**config.mk**
```make
export PLATFORM = sky130hd
export DESIGN_NAME = rxsg_filler
export DESIGN_NICKNAME = d
export VERILOG_FILES = /design/src/rtl/rxsg_pkg.sv /design/src/rtl/rxsg_datapath.sv /design/src/rtl/rxsg_ctrl.sv /design/src/rtl/rxsg_filler.sv
export SDC_FILE = /design/constraint.sdc
export NUM_CORES = 1
export LEC_CHECK = 0
export BUFFER_PORTS_ARGS = -buffer_cell sky130_fd_sc_hd__buf_2
export CORE_MARGIN = 8
export CORE_UTILIZATION = 40
export CTS_CLUSTER_DIAMETER = 30
export DETAILED_ROUTE_END_ITERATION = 16
export GPL_ROUTABILITY_DRIVEN = 0
export MAX_ROUTING_LAYER = met4
export PLACE_DENSITY = 0.65
export SLEW_MARGIN = 20
export SYNTH_ARGS = -nofsm -noshare
export SYNTH_HDL_FRONTEND = slang
export SYNTH_SLANG_ARGS = --single-unit
```
**constraint.sdc**
```tcl
create_clock -name clk -period 8.05 [get_ports clk]
set_input_delay 0.805 -clock clk [delete_from_list [all_inputs] [get_ports clk]]
set_output_delay 0.805 -clock clk [all_outputs]
set_load 0.05 [all_outputs]
```
**src/rtl/rxsg_pkg.sv**
```systemverilog
package rxsg_pkg;
  typedef enum logic [2:0] {
    ST_HALT, ST_FETCH, ST_FILL, ST_FLUSH, ST_APP, ST_STAT
  } fillState_t;

  typedef struct packed {
    fillState_t state;
    logic [2:0] step;
    logic start;
    logic fetchAck;
    logic descGo;
    logic take;
    logic flushAck;
    logic statAck;
  } ctlStrobe_t;
endpackage

```
**src/rtl/rxsg_datapath.sv**
```systemverilog
module rxsg_datapath
  import rxsg_pkg::*;
#(
  parameter int ADDR_W = 32,
  parameter int LEN_W  = 23,
  parameter int APP_N  = 5
) (
  input  logic                  clk,
  input  logic                  rstN,
  input  ctlStrobe_t            ctl,
  input  logic [ADDR_W-1:0]     startPtr,
  input  logic [ADDR_W-1:0]     tailPtr,
  input  logic [7:0]            sData,
  input  logic                  sLast,
  input  logic [APP_N*32-1:0]   sApp,
  input  logic [31:0]           memRdata,
  output logic [ADDR_W-1:0]     memAddr,
  output logic [31:0]           memWdata,
  output logic [3:0]            memBe,
  output logic                  memWe,
  output logic                  capFull,
  output logic                  accFull,
  output logic                  accAny,
  output logic                  eofSeen,
  output logic                  atTail
);
  localparam int APP_BASE = 16;
  localparam int STAT_OFF = 12;

  logic [ADDR_W-1:0]   curPtr, nextPtr, bufPtr, wordOff;
  logic [LEN_W-1:0]    capLen, byteCnt;
  logic [31:0]         acc;
  logic [3:0]          accBe;
  logic [1:0]          lane;
  logic [APP_N*32-1:0] appReg;
  logic                sofThis, midPkt;
  logic [ADDR_W-1:0]   stepOff;
  logic [31:0]         statWord;

  always_ff @(posedge clk) begin
    if (!rstN) begin
      curPtr <= '0; nextPtr <= '0; bufPtr <= '0; capLen <= '0;
      byteCnt <= '0; wordOff <= '0; acc <= '0; accBe <= '0; lane <= '0;
      eofSeen <= 1'b0; appReg <= '0; sofThis <= 1'b0; midPkt <= 1'b0;
    end else begin
      if (ctl.start) begin
        curPtr <= startPtr;
        midPkt <= 1'b0;
      end
      if (ctl.fetchAck) begin
        case (ctl.step)
          3'd0:    nextPtr <= memRdata[ADDR_W-1:0];
          3'd1:    bufPtr  <= memRdata[ADDR_W-1:0];
          3'd2:    capLen  <= memRdata[LEN_W-1:0];
          default: ;
        endcase
      end
      if (ctl.descGo) begin
        byteCnt <= '0; wordOff <= '0; acc <= '0; accBe <= '0; lane <= '0;
        eofSeen <= 1'b0;
        sofThis <= !midPkt;
      end
      if (ctl.take) begin
        acc[lane*8 +: 8] <= sData;
        accBe[lane]      <= 1'b1;
        lane             <= lane + 2'd1;
        byteCnt          <= byteCnt + 1'b1;
        if (sLast) begin
          eofSeen <= 1'b1;
          appReg  <= sApp;
        end
      end
      if (ctl.flushAck) begin
        acc     <= '0;
        accBe   <= '0;
        lane    <= '0;
        wordOff <= wordOff + ADDR_W'(4);
      end
      if (ctl.statAck) begin
        midPkt <= !eofSeen;
        if (!atTail) curPtr <= nextPtr;
      end
    end
  end

  assign capFull = (byteCnt == capLen);
  assign accFull = &accBe;
  assign accAny  = |accBe;
  assign atTail  = (curPtr == tailPtr);
  assign stepOff = {{(ADDR_W-5){1'b0}}, ctl.step, 2'b00};

  always_comb begin
    statWord              = '0;
    statWord[31]          = 1'b1;
    statWord[27]          = sofThis;
    statWord[26]          = eofSeen;
    statWord[LEN_W-1:0]   = byteCnt;
  end

  always_comb begin
    memAddr  = '0;
    memWdata = '0;
    memBe    = 4'hF;
    memWe    = 1'b0;
    case (ctl.state)
      ST_FETCH: memAddr = curPtr + stepOff;
      ST_FLUSH: begin
        memAddr  = bufPtr + wordOff;
        memWdata = acc;
        memBe    = accBe;
        memWe    = 1'b1;
      end
      ST_APP: begin
        memAddr  = curPtr + ADDR_W'(APP_BASE) + stepOff;
        memWdata = appReg[ctl.step*32 +: 32];
        memWe    = 1'b1;
      end
      ST_STAT: begin
        memAddr  = curPtr + ADDR_W'(STAT_OFF);
        memWdata = statWord;
        memWe    = 1'b1;
      end
      default: ;
    endcase
  end

  AST_TAKE_ROOM: assert property (@(posedge clk) disable iff (!rstN)
    ctl.take |-> byteCnt < capLen);
  AST_FLUSH_BYTES: assert property (@(posedge clk) disable iff (!rstN)
    ctl.state == ST_FLUSH |-> accBe != 4'h0);
endmodule

```
**src/rtl/rxsg_ctrl.sv**
```systemverilog
module rxsg_ctrl
  import rxsg_pkg::*;
#(
  parameter int APP_N = 5
) (
  input  logic       clk,
  input  logic       rstN,
  input  logic       run,
  input  logic       kick,
  input  logic       sValid,
  input  logic       memAck,
  input  logic       ownedBit,
  input  logic       capFull,
  input  logic       accFull,
  input  logic       accAny,
  input  logic       eofSeen,
  input  logic       atTail,
  output ctlStrobe_t ctl,
  output logic       memReq,
  output logic       sReady,
  output logic       pktDone,
  output logic       idle
);
  localparam logic [2:0] FETCH_LAST = 3'd3;
  localparam logic [2:0] APP_LAST   = 3'(APP_N - 1);

  fillState_t state, stateNxt;
  logic [2:0] step, stepNxt;

  assign sReady = (state == ST_FILL) && run && !capFull && !eofSeen && !accFull;
  assign memReq = (state == ST_FETCH) || (state == ST_FLUSH) ||
                  (state == ST_APP)   || (state == ST_STAT);
  assign idle   = (state == ST_HALT);

  always_comb begin
    stateNxt     = state;
    stepNxt      = step;
    ctl          = '0;
    ctl.state    = state;
    ctl.step     = step;
    ctl.take     = sReady && sValid;
    case (state)
      ST_HALT:
        if (kick && run) begin
          ctl.start = 1'b1;
          stepNxt   = '0;
          stateNxt  = ST_FETCH;
        end
      ST_FETCH:
        if (memAck) begin
          ctl.fetchAck = 1'b1;
          stepNxt      = step + 3'd1;
          if (step == FETCH_LAST) begin
            stepNxt = '0;
            if (ownedBit) stateNxt = ST_HALT;
            else begin
              ctl.descGo = 1'b1;
              stateNxt   = ST_FILL;
            end
          end
        end
      ST_FILL:
        if (accFull || (accAny && (eofSeen || capFull))) stateNxt = ST_FLUSH;
        else if (eofSeen)                                stateNxt = ST_APP;
        else if (capFull)                                stateNxt = ST_STAT;
      ST_FLUSH:
        if (memAck) begin
          ctl.flushAck = 1'b1;
          stateNxt     = ST_FILL;
        end
      ST_APP:
        if (memAck) begin
          stepNxt = step + 3'd1;
          if (step == APP_LAST) begin
            stepNxt  = '0;
            stateNxt = ST_STAT;
          end
        end
      ST_STAT:
        if (memAck) begin
          ctl.statAck = 1'b1;
          stateNxt    = atTail ? ST_HALT : ST_FETCH;
        end
      default: stateNxt = ST_HALT;
    endcase
  end

  always_ff @(posedge clk) begin
    if (!rstN) begin
      state   <= ST_HALT;
      step    <= '0;
      pktDone <= 1'b0;
    end else begin
      state   <= stateNxt;
      step    <= stepNxt;
      pktDone <= ctl.statAck && eofSeen;
    end
  end

  AST_READY_QUIET: assert property (@(posedge clk) disable iff (!rstN)
    sReady |-> !memReq);
  AST_REQ_HELD: assert property (@(posedge clk) disable iff (!rstN)
    memReq && !memAck |=> memReq);
  AST_IDLE_DEAF: assert property (@(posedge clk) disable iff (!rstN)
    idle |-> !sReady);
  AST_DONE_PULSE: assert property (@(posedge clk) disable iff (!rstN)
    pktDone |=> !pktDone);
endmodule

```
**src/rtl/rxsg_filler.sv**
```systemverilog
module rxsg_filler
  import rxsg_pkg::*;
#(
  parameter int ADDR_W = 32,
  parameter int LEN_W  = 23,
  parameter int APP_N  = 5
) (
  input  logic                clk,
  input  logic                rstN,
  input  logic                run,
  input  logic                kick,
  input  logic [ADDR_W-1:0]   startPtr,
  input  logic [ADDR_W-1:0]   tailPtr,
  input  logic [7:0]          sData,
  input  logic                sValid,
  input  logic                sLast,
  input  logic [APP_N*32-1:0] sApp,
  output logic                sReady,
  output logic                memReq,
  output logic                memWe,
  output logic [ADDR_W-1:0]   memAddr,
  output logic [31:0]         memWdata,
  output logic [3:0]          memBe,
  input  logic                memAck,
  input  logic [31:0]         memRdata,
  output logic                pktDone,
  output logic                idle
);
  ctlStrobe_t ctl;
  logic capFull, accFull, accAny, eofSeen, atTail;

  rxsg_ctrl #(.APP_N(APP_N)) ctrl_i (
    .clk(clk), .rstN(rstN), .run(run), .kick(kick), .sValid(sValid),
    .memAck(memAck), .ownedBit(memRdata[31]), .capFull(capFull),
    .accFull(accFull), .accAny(accAny), .eofSeen(eofSeen), .atTail(atTail),
    .ctl(ctl), .memReq(memReq), .sReady(sReady), .pktDone(pktDone),
    .idle(idle)
  );

  rxsg_datapath #(.ADDR_W(ADDR_W), .LEN_W(LEN_W), .APP_N(APP_N)) dp_i (
    .clk(clk), .rstN(rstN), .ctl(ctl), .startPtr(startPtr),
    .tailPtr(tailPtr), .sData(sData), .sLast(sLast), .sApp(sApp),
    .memRdata(memRdata), .memAddr(memAddr), .memWdata(memWdata),
    .memBe(memBe), .memWe(memWe), .capFull(capFull), .accFull(accFull),
    .accAny(accAny), .eofSeen(eofSeen), .atTail(atTail)
  );
endmodule

```
# Word-level counts from Yosys, hierarchy flattened
# Cells that the tools add are included.
# op_classes
addsub	10
n_lt_le_gt_ge	2
eq_ne	19
shift	3
n_mux	55
bitwise_logic	2
reduce_logical	34
# op_table
op	count
$mux 32	8
$shiftx 160x9->32	1
$pmux 32 s4	1
$pmux 32 s3	1
$add 32x5->32	2
$mux 23	2
$mux 3	15
$neg 5->34	1
$shift 8x34->32 const A	1
$shiftx 8x34->32	1
$add 32x3->32 const B	1
$add 32x32->32	1
$add 32x4->32 const B	1
$add 32x5->32 const B	1
$bwmux 32	1
$eq 32x32->1	1
$add 23x1->23 const B	1
$eq 23x23->1	1
$pmux 3 s6	1
$mux 4	4
$mux 1	15
$eq 3x2->1 const B	4
$ne 2x2->1 const B	6
$mux 2	5
24 further kinds	49
# totals
reg_bits	382
in_bits	271
output_inout_bits	73
elab_cells	141

# Depth between registers and ports, before layout
# logic_depth
ltp_word	8
ltp_mapped	15
mapped_depth_nobuf	13

# Modules after synthesis
# Synthesis repeated with hierarchy kept, for this count alone.
# hier_totals
hier_cells	2542
area_unflattened_um2	20439.6
# by_module_without_submodules
mod	instances	cells_per_inst	area_each_um2	seq_area_each_um2
rxsg_datapath	1	2464	19822.8	7467.2
rxsg_ctrl	1	78	616.8	140.1

# Least setup slack after synthesis
# Ideal clock, no wire load.
# synth_timing
path_kind	flip-flop to output port
from	register ctrl_i.step[0]
to	output memAddr[8]
arrival_time_ns	3.995
required_time_ns	7.245
setup_slack_ns	3.250
path_stages_with_launch	10
n_path_buf	2
cell_sequence	dfxtp_1 -> clkbuf_1 -> clkbuf_1 -> or2_2 -> ha_1 -> fa_1 -> a21oi_1 -> nor2b_1 -> a22oi_1 -> o311ai_0
# synth_via
elab_chain_len	2
elab_cells_between_ends	3
classes_between	2 x add/sub; 1 x mux
# synth_lines
element	line_no	source
start, declared	rxsg_ctrl.sv:28	logic [2:0] step, stepNxt;
start signal, assigned	rxsg_ctrl.sv:95	step <= stepNxt;
$add 32x5->32 (on tied branches)	rxsg_datapath.sv:114, rxsg_datapath.sv:106	
$pmux 32 s4 (*)	rxsg_datapath.sv:105	case (ctl.state)
end, declared	rxsg_filler.sv:21	output logic [ADDR_W-1:0] memAddr,
# Mark *: on every way between the ends. The rest lies on a longest branch, timed or not.

# Worst setup path after layout
# layout_timing
from	register ctrl_i.state[1]
to	output memAddr[28]
# layout_via
elab_chain_len	2
elab_cells_between_ends	5
classes_between	4 x eq/ne; 1 x mux
# layout_lines
element	line_no	source
start, declared	rxsg_ctrl.sv:27	fillState_t state, stateNxt;
start signal, assigned	rxsg_ctrl.sv:94	state <= stateNxt;
$eq 3x3->1 (tied with other cells)	rxsg_datapath.sv:105	
$pmux 32 s4 (*)	rxsg_datapath.sv:105	
# Marked as above.

==> run metrics <==
status=finished clean; num rows=a little over 80; clock sinks=380; post-route ant nets=0; Via Count=roughly 19000; ratio of cells with drive above 1 in the final layout=0.209; Critical Path, Cell by Cell=nand2b_1 -> nor2_2 -> or2_2 -> ha_1 -> fa_1 -> a21oi_1 -> nor2b_1 -> nor2b_1 -> and3_1 -> a22oi_1 -> nand2b_1 -> o21ai_0 -> a31o_2 -> buf_2; Int Pwr=~4.5 mW; Fin. Hold Viols=0; Worst Path Class, Setup=flip-flop to output port; xor and xnor area share after synthesis=0.0387; setup TNS=0 ns; Die Area=roughly 56000 sq um; Power Density=approximately 250 nW/um^2; H-tree depth=3; maximum clock frequency=between 150 and 200 MHz; Ys Warns=0; final slew viol count=0; Synth Area in Simple Gates=0.211; synth top area cells=dfxtp_1, nand2_1, a21oi_1, mux4_2, ha_1; PortBufs=approximately 340; CTS clk-pin slew, worst paths=0.05 ns; vias in the first global route=approximately 19000; Post-Synth Adder-Cell Area=0.0367; hold_ws=between 0.4 and 0.5 ns; multiplexer area fraction after synthesis=0.0572; Total Wirelength=approximately 70000 um; cell with the most instances after synthesis=nand2_1; Syn-to-layout area delta=25.1%; Clock Path Buffers=3; Pre-antenna DRT Iters=6; syn_nets=around 2800; CP Launch Type=flip-flop; Hold WC Path Type=input pin to flip-flop; sequential cell area=around 7600 sq um; Tmin final=roughly 5.3 ns; drt wl/cell=slightly above 20 um; fillers=4657; Post-synth EDFFs=0; Final nets=~3000; initial antenna violation count=17; CTS tree=done; multi-input logic area=about 11000 sq um; post-synthesis sequential area ratio=0.391; post-synth top area share=0.391; Post-CTS Setup Inserts=0; Worst-Skew Late Latency=roughly 0.63 ns; Avg Cell Area, Syn=between 8 and 9 sq um; CP required=between 7 and 8 ns; gr usage total=0.249; #FFs+latches synth=380; Worst-Margin Slew=around 1.1 ns; Resize count post-CTS=0; Design Power=6.12 mW; Initial DRC Count=approximately 1600; Static Leakage=approximately 9.1 nW; largest family of logic cells by synthesized area=compound AO/OA/AOI/OAI gates; Initial Util=0.401; Netlist cell types=roughly 70; Switching Fraction=0.270; critical path capture point type=output port; Final Cycle Share=0.660; max_cap viols=0; Root Driver=clkbuf_16; critical path buffer and inverter count=1; cell accounting for the most synthesized area=dfxtp_1; Finished Layout Cells=around 3400; critical path's top delay family=simple AND/OR/NAND/NOR gates; Setup Skew=between 0.03 and 0.04 ns; Via density=around 5.6; Switch Pwr=around 1.7 mW; Hold Buf Count CTS=0; unrepaired setup endpoints after global routing=no; CP max-delay cell=dfxtp_1; grt ovf=0; Critical Path Fanout Max=20; Die Ht=roughly 240 um; Compound-Gate Fraction of Synth Area=0.217; Synth async-reset ratio=0; Synth top cells by count=nand2_1, dfxtp_1, a21oi_1, clkbuf_1, nor2_1; largest net degree at the start of global routing=157; Max stage delay on crit path=about 0.7 ns; Arr. time, crit path=~4.5 ns; Rel. slew slack=0.269; post-synth design cell area=a little under 20000 sq um; TritonCTS Buffers=88; Clock power frac=0.580; VDD IR max=0.000144 V; Comb pwr share=0.094; final setup fails=0; first-pass GRT wire length=109000 um; Flop pwr share=0.325; Syn Inst Count=between 2000 and 2500; residual DRC count=0; DP Cell Count=about 3200; DP HPWL=51600 um; core area=roughly 49000 sq um; Most used DFF post-synth=dfxtp_1; Top Ports=~340; chip width=roughly 240 um
[per-layer routing]
layer | part of all wire | GRT usage | vias up
met3 | 0.082 | 0.0579 | 154
met5 | 0 | - | -
li1 | - | - | 9192
met4 | 0.034 | 0.0944 | 0
met1 | 0.41 | 0.299 | 9082
met2 | 0.47 | 0.404 | 817
[power by group through the flow]
stage | Clock, mW | Combinational (mW) | Sequential (mW)
after floorplan | 0 | 0.396 | 1.98
after global placement | 0 | 0.562 | 2.02
after detailed placement | 0 | 0.568 | 2.03
after CTS | 3.59 | 0.572 | 1.99
after global routing | 3.70 | 0.619 | 2.00
final | 3.55 | 0.577 | 1.99
[sequential cells by signal, indices dropped and copies added (netlist names)]
signal	cells
ctrl_i.pktDone	1
ctrl_i.step	3
dp_i.wordOff	30
dp_i.sofThis	1
dp_i.nextPtr	32
dp_i.byteCnt	23
dp_i.curPtr	32
dp_i.accBe	4
dp_i.capLen	23
dp_i.appReg	160
dp_i.lane	2
dp_i.midPkt	1
ctrl_i.state	3
dp_i.bufPtr	32
dp_i.acc	32
dp_i.eofSeen	1
[stage by stage]
| step | utilization | cell area, sq um | setup slack (ns) |
|---|---|---|---|
| after floorplan | - | 19500 | 3.25 |
| after global placement | 0.439 | 21300 | 3.61 |
| after detailed placement | 0.439 | 21300 | 3.44 |
| after CTS | 0.501 | 24300 | 2.77 |
| after global routing | 0.502 | 24400 | 2.41 |
| final | 0.502 | 24400 | 2.74 |
[layout by cell type, fill, tap and decap left out, types with 12 or more instances in the layout]
| cell type | instances |
|---|---|
| nor2_1 | 105 |
| o21ai_0 | 97 |
| a21oi_1 | 330 |
| o21a_1 | 15 |
| a22oi_1 | 69 |
| and3_1 | 18 |
| diode_2 | 16 |
| a211oi_1 | 39 |
| inv_1 | 30 |
| xor2_1 | 17 |
| mux2i_1 | 36 |
| buf_2 | 343 |
| buf_4 | 18 |
| clkbuf_16 | 88 |
| dfxtp_1 | 378 |
| mux4_2 | 32 |
| clkbuf_1 | 16 |
| nand3_1 | 64 |
| clkinvlp_4 | 12 |
| ha_1 | 54 |
| nor3_1 | 22 |
| o221ai_1 | 12 |
| xnor2_1 | 69 |
| a22o_1 | 30 |
| a21o_1 | 17 |
| nand2_1 | 590 |
| nand4_1 | 39 |
[tightest hold or removal path, delay by kind of cell]
family,cells,cell delay [ns]
AOI/OAI and AO/OA,1,0.05
buffers and inverters,1,0.09
and+or+nand+nor,1,0.04
[worst paths after layout]
path | cells after the start | end | slack [ns] | start
max reg2reg | 10 | dp_i.appReg[55]$_SDFFE_PN0P_ | 4.08 | dp_i.byteCnt[15]$_SDFFE_PN0P_
max | 14 | memAddr[28] | 2.74 | ctrl_i.state[1]$_SDFFE_PN0P_
min reg2reg | 2 | dp_i.appReg[8]$_SDFFE_PN0P_ | 0.45 | dp_i.appReg[8]$_SDFFE_PN0P_
min | 3 | dp_i.appReg[71]$_SDFFE_PN0P_ | 0.41 | sApp[71]
[cell type report]
cell class / instances / area share
Timing Repair Buffer: 361 / 0.0760
Antenna cell: 16 / 0.00164
Clock buffer: 113 / 0.0979
Tap cell: 622 / 0.0319
Sequential cell: 380 / 0.312
Multi-Input combinational cell: 1840 / 0.449
Inverter: 32 / 0.00524
Clock inverter: 50 / 0.0260
[cells by family after synthesis]
family / after synthesis
simple gates: 939
compound gates: 688
flops: 380
buf+inv: 212
xor+xnor: 86
mux: 71
fa+ha+maj: 56
Power figures use the tool's default switching activity.
